`src/rtl/rvc_pkg.sv`:
```
package rvc_pkg;
  localparam int ILEN = 32;
  localparam int CLEN = 16;
  localparam int RLEN = 5;

  localparam logic [6:0] OPC_OPIMM  = 7'b0010011;
  localparam logic [6:0] OPC_OP     = 7'b0110011;
  localparam logic [6:0] OPC_LOAD   = 7'b0000011;
  localparam logic [6:0] OPC_STORE  = 7'b0100011;
  localparam logic [6:0] OPC_BRANCH = 7'b1100011;
  localparam logic [6:0] OPC_JAL    = 7'b1101111;
  localparam logic [6:0] OPC_JALR   = 7'b1100111;
  localparam logic [6:0] OPC_LUI    = 7'b0110111;

  localparam logic [RLEN-1:0] REG_ZERO = 5'd0;
  localparam logic [RLEN-1:0] REG_LINK = 5'd1;
  localparam logic [RLEN-1:0] REG_SP   = 5'd2;

  typedef enum logic [4:0] {
    X_PASS, X_BAD, X_SPWIDE, X_LDW, X_STW, X_ADDI, X_CALL, X_LDI,
    X_SPADJ, X_UPPER, X_SHRL, X_SHRA, X_ANDI, X_SUB, X_XOR, X_OR,
    X_AND, X_JUMP, X_BRZ, X_BRNZ, X_SHL, X_LDSP, X_JREG, X_MOVE,
    X_CALLREG, X_ADD, X_STSP
  } expandOp_e;

  typedef struct packed {
    expandOp_e op;
    logic      compressed;
    logic      illegal;
  } ctrlStrobe_t;

  function automatic logic [ILEN-1:0] encI(logic [11:0] imm, logic [4:0] rs1,
                                           logic [2:0] f3, logic [4:0] rd, logic [6:0] opc);
    return {imm, rs1, f3, rd, opc};
  endfunction

  function automatic logic [ILEN-1:0] encS(logic [11:0] imm, logic [4:0] rs2, logic [4:0] rs1);
    return {imm[11:5], rs2, rs1, 3'b010, imm[4:0], OPC_STORE};
  endfunction

  function automatic logic [ILEN-1:0] encB(logic [12:0] imm, logic [4:0] rs1, logic [2:0] f3);
    return {imm[12], imm[10:5], REG_ZERO, rs1, f3, imm[4:1], imm[11], OPC_BRANCH};
  endfunction

  function automatic logic [ILEN-1:0] encJ(logic [20:0] imm, logic [4:0] rd);
    return {imm[20], imm[10:1], imm[11], imm[19:12], rd, OPC_JAL};
  endfunction

  function automatic logic [ILEN-1:0] encR(logic [6:0] f7, logic [4:0] rs2, logic [4:0] rs1,
                                           logic [2:0] f3, logic [4:0] rd);
    return {f7, rs2, rs1, f3, rd, OPC_OP};
  endfunction
endpackage

```
`src/rtl/rvc_ctrl.sv`:
```
module rvc_ctrl
  import rvc_pkg::*;
(
  input  logic [CLEN-1:0] half,
  output ctrlStrobe_t     strobe
);
  logic [1:0] quad;
  logic [2:0] fn3;
  logic       bit12;
  logic [4:0] rdFld;
  logic [4:0] rs2Fld;

  assign quad   = half[1:0];
  assign fn3    = half[15:13];
  assign bit12  = half[12];
  assign rdFld  = half[11:7];
  assign rs2Fld = half[6:2];

  expandOp_e opSel;

  always_comb begin
    opSel = X_BAD;
    unique case (quad)
      2'b00: begin
        case (fn3)
          3'b000:  opSel = (half[12:5] == 8'd0) ? X_BAD : X_SPWIDE;
          3'b010:  opSel = X_LDW;
          3'b110:  opSel = X_STW;
          default: opSel = X_BAD;
        endcase
      end
      2'b01: begin
        case (fn3)
          3'b000: opSel = X_ADDI;
          3'b001: opSel = X_CALL;
          3'b010: opSel = X_LDI;
          3'b011: begin
            if ({bit12, rs2Fld} == 6'd0) opSel = X_BAD;
            else if (rdFld == REG_SP)    opSel = X_SPADJ;
            else                         opSel = X_UPPER;
          end
          3'b100: begin
            case (half[11:10])
              2'b00: opSel = bit12 ? X_BAD : X_SHRL;
              2'b01: opSel = bit12 ? X_BAD : X_SHRA;
              2'b10: opSel = X_ANDI;
              default: begin
                if (bit12) opSel = X_BAD;
                else begin
                  case (half[6:5])
                    2'b00:   opSel = X_SUB;
                    2'b01:   opSel = X_XOR;
                    2'b10:   opSel = X_OR;
                    default: opSel = X_AND;
                  endcase
                end
              end
            endcase
          end
          3'b101:  opSel = X_JUMP;
          3'b110:  opSel = X_BRZ;
          default: opSel = X_BRNZ;
        endcase
      end
      2'b10: begin
        case (fn3)
          3'b000: opSel = bit12 ? X_BAD : X_SHL;
          3'b010: opSel = (rdFld == REG_ZERO) ? X_BAD : X_LDSP;
          3'b100: begin
            if (rs2Fld != REG_ZERO)      opSel = bit12 ? X_ADD : X_MOVE;
            else if (rdFld == REG_ZERO)  opSel = X_BAD;
            else                         opSel = bit12 ? X_CALLREG : X_JREG;
          end
          3'b110:  opSel = X_STSP;
          default: opSel = X_BAD;
        endcase
      end
      default: opSel = X_PASS;
    endcase
  end

  assign strobe.op         = opSel;
  assign strobe.compressed = (quad != 2'b11);
  assign strobe.illegal    = (opSel == X_BAD);
endmodule

```
`src/rtl/rvc_datapath.sv`:
```
module rvc_datapath
  import rvc_pkg::*;
(
  input  logic [ILEN-1:0] word,
  input  ctrlStrobe_t     strobe,
  output logic [ILEN-1:0] expanded
);
  logic [CLEN-1:0] c;
  assign c = word[CLEN-1:0];

  logic [4:0] rdFull, rs2Full, rdShort, rs1Short;
  assign rdFull   = c[11:7];
  assign rs2Full  = c[6:2];
  assign rdShort  = {2'b01, c[4:2]};
  assign rs1Short = {2'b01, c[9:7]};

  logic [11:0] immSmall, immWide4, immWord, immLdSp, immStSp, immSp16, immShl, immShr, immSha;
  logic [19:0] immUpper;
  logic [20:0] immJump;
  logic [12:0] immBranch;

  assign immSmall  = {{6{c[12]}}, c[12], c[6:2]};
  assign immWide4  = {2'b00, c[10:7], c[12:11], c[5], c[6], 2'b00};
  assign immWord   = {5'd0, c[5], c[12:10], c[6], 2'b00};
  assign immLdSp   = {4'd0, c[3:2], c[12], c[6:4], 2'b00};
  assign immStSp   = {4'd0, c[8:7], c[12:9], 2'b00};
  assign immSp16   = {{3{c[12]}}, c[4:3], c[5], c[2], c[6], 4'd0};
  assign immShl    = {7'd0, c[6:2]};
  assign immShr    = {7'd0, c[6:2]};
  assign immSha    = {7'b0100000, c[6:2]};
  assign immUpper  = {{14{c[12]}}, c[12], c[6:2]};
  assign immJump   = {{10{c[12]}}, c[8], c[10:9], c[6], c[7], c[2], c[11], c[5:3], 1'b0};
  assign immBranch = {{5{c[12]}}, c[6:5], c[2], c[11:10], c[4:3], 1'b0};

  always_comb begin
    expanded = '0;
    unique case (strobe.op)
      X_PASS:    expanded = word;
      X_SPWIDE:  expanded = encI(immWide4, REG_SP, 3'b000, rdShort, OPC_OPIMM);
      X_LDW:     expanded = encI(immWord, rs1Short, 3'b010, rdShort, OPC_LOAD);
      X_STW:     expanded = encS(immWord, rdShort, rs1Short);
      X_ADDI:    expanded = encI(immSmall, rdFull, 3'b000, rdFull, OPC_OPIMM);
      X_CALL:    expanded = encJ(immJump, REG_LINK);
      X_LDI:     expanded = encI(immSmall, REG_ZERO, 3'b000, rdFull, OPC_OPIMM);
      X_SPADJ:   expanded = encI(immSp16, REG_SP, 3'b000, REG_SP, OPC_OPIMM);
      X_UPPER:   expanded = {immUpper, rdFull, OPC_LUI};
      X_SHRL:    expanded = encI(immShr, rs1Short, 3'b101, rs1Short, OPC_OPIMM);
      X_SHRA:    expanded = encI(immSha, rs1Short, 3'b101, rs1Short, OPC_OPIMM);
      X_ANDI:    expanded = encI(immSmall, rs1Short, 3'b111, rs1Short, OPC_OPIMM);
      X_SUB:     expanded = encR(7'b0100000, rdShort, rs1Short, 3'b000, rs1Short);
      X_XOR:     expanded = encR(7'd0, rdShort, rs1Short, 3'b100, rs1Short);
      X_OR:      expanded = encR(7'd0, rdShort, rs1Short, 3'b110, rs1Short);
      X_AND:     expanded = encR(7'd0, rdShort, rs1Short, 3'b111, rs1Short);
      X_JUMP:    expanded = encJ(immJump, REG_ZERO);
      X_BRZ:     expanded = encB(immBranch, rs1Short, 3'b000);
      X_BRNZ:    expanded = encB(immBranch, rs1Short, 3'b001);
      X_SHL:     expanded = encI(immShl, rdFull, 3'b001, rdFull, OPC_OPIMM);
      X_LDSP:    expanded = encI(immLdSp, REG_SP, 3'b010, rdFull, OPC_LOAD);
      X_JREG:    expanded = encI(12'd0, rdFull, 3'b000, REG_ZERO, OPC_JALR);
      X_MOVE:    expanded = encR(7'd0, rs2Full, REG_ZERO, 3'b000, rdFull);
      X_CALLREG: expanded = encI(12'd0, rdFull, 3'b000, REG_LINK, OPC_JALR);
      X_ADD:     expanded = encR(7'd0, rs2Full, rdFull, 3'b000, rdFull);
      X_STSP:    expanded = encS(immStSp, rs2Full, REG_SP);
      default:   expanded = '0;
    endcase
  end
endmodule

```
`src/rtl/rvc_expander.sv`:
```
module rvc_expander
  import rvc_pkg::*;
(
  input  logic [31:0] fetchWord,
  output logic [31:0] expandedInsn,
  output logic        isCompressed,
  output logic        isIllegal
);
  ctrlStrobe_t ctrlBus;

  rvc_ctrl u_ctrl (
    .half   (fetchWord[CLEN-1:0]),
    .strobe (ctrlBus)
  );

  rvc_datapath u_dpath (
    .word     (fetchWord),
    .strobe   (ctrlBus),
    .expanded (expandedInsn)
  );

  assign isCompressed = ctrlBus.compressed;
  assign isIllegal    = ctrlBus.illegal;
endmodule

```
`config.mk`:
```
export PLATFORM = sky130hd
export DESIGN_NAME = rvc_expander
export DESIGN_NICKNAME = d
export VERILOG_FILES = /design/src/rtl/rvc_pkg.sv /design/src/rtl/rvc_ctrl.sv /design/src/rtl/rvc_datapath.sv /design/src/rtl/rvc_expander.sv
export SDC_FILE = /design/constraint.sdc
export NUM_CORES = 1
export LEC_CHECK = 0
export ABC_AREA = 1
export ABC_CLOCK_PERIOD_IN_PS = 2600
export BUFFER_PORTS_ARGS = -buffer_cell sky130_fd_sc_hd__buf_2
export CAP_MARGIN = 25
export CORE_ASPECT_RATIO = 0.75
export CORE_MARGIN = 1.5
export CORE_UTILIZATION = 52
export DETAILED_ROUTE_END_ITERATION = 10
export GPL_ROUTABILITY_DRIVEN = 0
export PLACE_DENSITY = 0.79
export SLEW_MARGIN = 10
export SYNTH_ARGS = -nofsm -noshare
export SYNTH_HDL_FRONTEND = slang
export SYNTH_SLANG_ARGS = --single-unit
export TNS_END_PERCENT = 30
```
`constraint.sdc`:
```
create_clock -name vclk -period 2.6
set_clock_uncertainty 0.15 [all_clocks]
set_input_delay 0.52 -clock vclk [all_inputs]
set_output_delay 0.52 -clock vclk [all_outputs]
set_load 0.01 [all_outputs]
```
==> impl_summary.md, run 1 <==
Synth
The cell area after synthesis is 2810 um^2. The mean post-synth cell area is 5.11 um^2. The post-synthesis compound-gate area fraction is 0.118.

In the synthesized netlist, the number of instances is between 500 and 600. Of the post-synthesis cell area, the part taken by muxes is 0. Ranked by total cell area, the synthesized netlist is headed by sky130_fd_sc_hd__nand2_1, sky130_fd_sc_hd__nor2_1, sky130_fd_sc_hd__nand3_1.

The number of nets in the synthesized netlist is around 600. The most common cell in the netlist is sky130_fd_sc_hd__nand2_1. After synthesis, the largest family of logic cells by area is simple AND/OR/NAND/NOR gates. Of the total synthesized cell area, the portion taken by full adders, half adders and majority gates is 0.0133.

The share of the Yosys chip area taken by registers is 0. The area share of the leading cell type in the synthesized netlist is 0.252. The area fraction in and, or, nand and nor cells after synthesis is 0.742. The dominant cell type by area after synthesis is sky130_fd_sc_hd__nand2_1. The count of different cell masters after synthesis is 38. The number of warnings printed during yosys synthesis is 0. The commonest cells after synthesis are sky130_fd_sc_hd__nand2_1, sky130_fd_sc_hd__nor2_1, sky130_fd_sc_hd__nand3_1. The fraction of synthesized cell area in xor and xnor cells is 0.00311.

Die
The total I/O pin count is 66. The die is 66.7 um tall. The starting density of the core is 0.558.

Measured along the x axis, the die boundary spans roughly 88 um. In this run the core area contains 22 standard-cell rows.

Outcome
The stage at which the run stopped is global routing. The run stopped with a tool error. The tool reported: "[ERROR GRT-0232] Routing congestion too high. Check the congestion heatmap in the GUI".

Placement
The number of input and output port buffers inserted is 66. Detailed placement ended at an HPWL of 10.3 mm. The pre-CTS setup slack is -0.773 ns. The placement-stage cell area is 3900 um^2.

Global routing
The total overflow left after global routing is 91. For this run, the total global-route usage over all layers was measured as 0.804. The largest net degree at the start of global routing is 17.

STA
After the last repair the worst path ends at a top-level output. The global-route repair_timing pass left the worst setup endpoint at expandedInsn[18].
## layer usage
| layer | global-route usage | GRT overflow |
|---|---|---|
| met1 | 0.762 | 3 |
| met2 | 0.988 | 51 |
| met3 | 0.647 | 0 |
| met4 | 0.895 | 37 |
| met5 | 0.273 | 0 |
## kinds of logic after synthesis
| family | count (synthesis) |
|---|---|
| AND/OR/NAND/NOR | 420 |
| buffers and inverters | 75 |
| AO/OA/AOI/OAI | 51 |
| adder cells (fa/ha/maj) | 3 |
| XOR/XNOR | 1 |
## through the flow
stage	hold WS, ns	TNS, ns	instances
after CTS	1.18	-17.41	771
after detailed placement	1.18	-21.47	760
after global placement	1.18	-18.58	760
after floorplan	1.01	-4.58	550
## repair_timing
action,in CTS
pin swaps,24
gates resized for setup,56
gates cloned,1
endpoints found under the hold margin,0
setup buffers,10
hold buffers,0
setup endpoints to repair,33
==> inputs of run 2 (changes only) <==
--- a/config.mk
+++ b/config.mk
@@ -6,15 +6,14 @@
 export NUM_CORES = 1
 export LEC_CHECK = 0
 export ABC_AREA = 1
-export ABC_CLOCK_PERIOD_IN_PS = 2600
+export ABC_CLOCK_PERIOD_IN_PS = 3400
 export BUFFER_PORTS_ARGS = -buffer_cell sky130_fd_sc_hd__buf_2
 export CAP_MARGIN = 25
-export CORE_ASPECT_RATIO = 0.75
 export CORE_MARGIN = 1.5
-export CORE_UTILIZATION = 52
+export CORE_UTILIZATION = 40
 export DETAILED_ROUTE_END_ITERATION = 10
 export GPL_ROUTABILITY_DRIVEN = 0
-export PLACE_DENSITY = 0.79
+export PLACE_DENSITY_LB_ADDON = 0.15
 export SLEW_MARGIN = 10
 export SYNTH_ARGS = -nofsm -noshare
 export SYNTH_HDL_FRONTEND = slang
==> constraint.sdc (replaced) <==
create_clock -name vclk -period 3.4
set_clock_uncertainty 0.15 [all_clocks]
set_input_delay 0.68 -clock vclk [all_inputs]
set_output_delay 0.68 -clock vclk [all_outputs]
set_load 0.01 [all_outputs]
==> run 2 against run 1 <==
Effect of this change: the flow now finishes, with violations (setup timing); synthesized cell count stayed put; area after synthesis stayed put.
==> impl_summary.md, run 2 <==
Global routing
Entering global routing, the biggest net connects 17 pins. The final global-route overflow total is 0. The wire length of the first global-routing pass is 22.7 mm.

The number of global-route vias before repair was 4,598. The initial antenna violation count came to 0. The overall global routing resource usage is 0.385.

Power
In this run the static leakage power is 2.77 nW. Dividing total power by cell area gives a power density of between 100 and 150 nW/um^2. The sequential share of power is 0. The share of power burned in combinational logic is 1.000. The peak supply drop is 0.0000908 V.

The switching share of total power is 0.587. The net load switching power is 0.000424 W. The total internal power is 0.000298 W. Of the total power, the clock network draws 0.

Die
The die covers ~7500 um^2. The standard cell core area is 6790 um^2. Measured along the x axis, the die boundary spans 86.9 um. The total I/O pin count is 66.

For this configuration, the core starts out at a cell density of 0.414. From bottom edge to top edge, the die measures 86.9 um. The placement row count is 30.

Layout
The count of clock buffers in the final design is 0. The post-layout net count is 767. The count of cells in the finished layout, fillers not included, comes to 826.

Summing all flip-flop and latch instances after layout gives 0 um^2. 0 antenna diodes ended up in the layout. The library cell used most frequently in the layout, excluding fill and tap cells, is sky130_fd_sc_hd__nand2_1. The number of sequential cells in the layout is 0. The area growth from synthesis to layout is 76.0%. In the layout the commonest cells are sky130_fd_sc_hd__nand2_1, sky130_fd_sc_hd__buf_4, sky130_fd_sc_hd__nor2_1, sky130_fd_sc_hd__buf_2, sky130_fd_sc_hd__nand3_1. In the final layout, the share of cells above drive strength 1 is 0.516.

Synth
In the post-synthesis netlist, the biggest area contributors are sky130_fd_sc_hd__nand2_1, sky130_fd_sc_hd__nor2_1, sky130_fd_sc_hd__nand3_1. The count of different cell masters after synthesis is 38. The area share of the leading cell type in the synthesized netlist is 0.252. Dividing the synthesized area by the synthesized cell count gives between 5 and 6 um^2. In the synthesized netlist, the cells that appear most often are sky130_fd_sc_hd__nand2_1, sky130_fd_sc_hd__nor2_1, sky130_fd_sc_hd__nand3_1. In the synthesized netlist, the number of instances is 550. Of all cell types, the one taking the most synthesized area is sky130_fd_sc_hd__nand2_1.

The number of nets in the synthesized netlist is 585. For this run, the number of Yosys warnings is 0. The cell area after synthesis is 2810 um^2. Among all cell types in the netlist, the one instantiated most often is sky130_fd_sc_hd__nand2_1. The sequential fraction of the synthesis area is 0.

STA
Setup violations remaining at the end of the flow were counted as 29. Headroom to the max-slew limit came out at 0.575. The final max-slew violation count was 0.

The pin slew with the least headroom to its limit is 0.637 ns. Summed over all failing endpoints, the final setup total negative slack is -5.19 ns. The time the worst path needs with I/O delays and setup is 3.71 ns. The final setup slack of the worst path is -0.307 ns. Timing would allow up to approximately 270 MHz. The final cycle utilization of the critical path is 1.09. The total count of hold-check failures in the final report came to 0. Setup repair after global routing could not meet its margin everywhere.

Hold timing on the final database bottoms out at a slack of 1.50 ns.

Critical path
STA classifies the critical path startpoint as an input pin. The data arrival at the endpoint of the critical path is 2.88 ns. The maximum fanout count along the critical path is 6. The category of the critical setup timing path is input pin to output pin.

The worst setup path is captured at an output pin. Data on the critical path is required at its endpoint by 2.57 ns.

Detailed routing
The average routed wire per standard cell is roughly 19 um. Summed over all layers, the routed wires come to 15.9 mm. The detailed router finished its first iteration with ~650 violations. The final antenna-violating net count is 0. The detail-routed via count per cell is 6.03. In the routed design, unresolved DRC markers number 0.

The first detailed-routing pass ran for 8 iterations. The overall via count from detail_route is between 4k and 5k.

Placement
At the placement stage, the worst setup path has a slack of -0.353 ns. Port buffering added 66 buffers. The final HPWL from detailed placement is 10.4 mm. The cell total after placement is 790.

Min path
The worst hold path depth is 4. The path class of the tightest hold or removal check is input pin to output pin.

Outcome
The checks that failed: setup timing. The run finished, with violations left.

Clock network
Hold repair after CTS inserted 0 buffers.

Flow run
The number of max-cap violations is 0.
==> run 2: logic make-up after synthesis <==
logic type / count (synthesis) / synth area share
and+or+nand+nor: 420 / 0.742
buffers and inverters: 75 / 0.124
AOI/OAI and AO/OA: 51 / 0.118
adders and majority gates: 3 / 0.0133
xor gates and xnor gates: 1 / 0.00311
==> run 2: through the flow <==
stage	utilization	instance area [um^2]	power [W]
after floorplan	-	2810	0.000305
after global placement	0.571	3880	0.000520
after detailed placement	0.571	3880	0.000526
after CTS	0.673	4570	0.000634
after global routing	0.729	4950	0.000759
final	0.729	4950	0.000722
==> run 2: worst max-delay path, stage by stage <==
cell and delay (ns):
sky130_fd_sc_hd__buf_4 0.14, sky130_fd_sc_hd__nor2_2 0.12, sky130_fd_sc_hd__buf_4 0.13, sky130_fd_sc_hd__o21a_1 0.15, sky130_fd_sc_hd__nand2_2 0.07, sky130_fd_sc_hd__nand2_2 0.08, sky130_fd_sc_hd__nand2_4 0.06, sky130_fd_sc_hd__nor2_4 0.20
sky130_fd_sc_hd__buf_4 0.14, sky130_fd_sc_hd__buf_4 0.09, sky130_fd_sc_hd__nand4_1 0.27, sky130_fd_sc_hd__buf_4 0.27, sky130_fd_sc_hd__nand4_1 0.11, sky130_fd_sc_hd__nor2_2 0.07, sky130_fd_sc_hd__nor2_1 0.12, sky130_fd_sc_hd__buf_2 0.15
==> run 2: what timing repair did <==
item | 4_1_cts | 5_1_grt
setup buffers | 22 | 13
pin swaps | 37 | 32
endpoints found under the setup margin | 30 | 30
gates cloned | 1 | 0
resized for setup | 128 | 69
endpoints found under the hold margin | 0 | 0
==> run 2: path summary, 6_finish.rpt <==
kind	to	startpoint
max	expandedInsn[11]	fetchWord[14]
min	expandedInsn[28]	fetchWord[28]
==> run 2: layout make-up <==
class / instances / area (um^2)
inverter: 56 / 244
multi-input combinational: 476 / 3050
fill: 524 / 1840
timing repair buffer: 198 / 1530
tap: 96 / 120
==> run 2: power by group through the flow <==
stage                     clock network [W]  registers [W]  logic [W]
final                                     0              0   0.000722
after global routing                      0              0   0.000759
after CTS                                 0              0   0.000634
after detailed placement                  0              0   0.000526
after global placement                    0              0   0.000520
after floorplan                           0              0   0.000305
==> run 2: metal layers <==
layer,share of wire,track usage,vias to the layer above
li1,-,-,2141
met1,0.34,0.464,2216
met3,0.13,0.0948,174
met5,0,0,-
met4,0.085,0.224,0
met2,0.44,0.620,446
No activity file was read; power rests on OpenSTA's default activity.
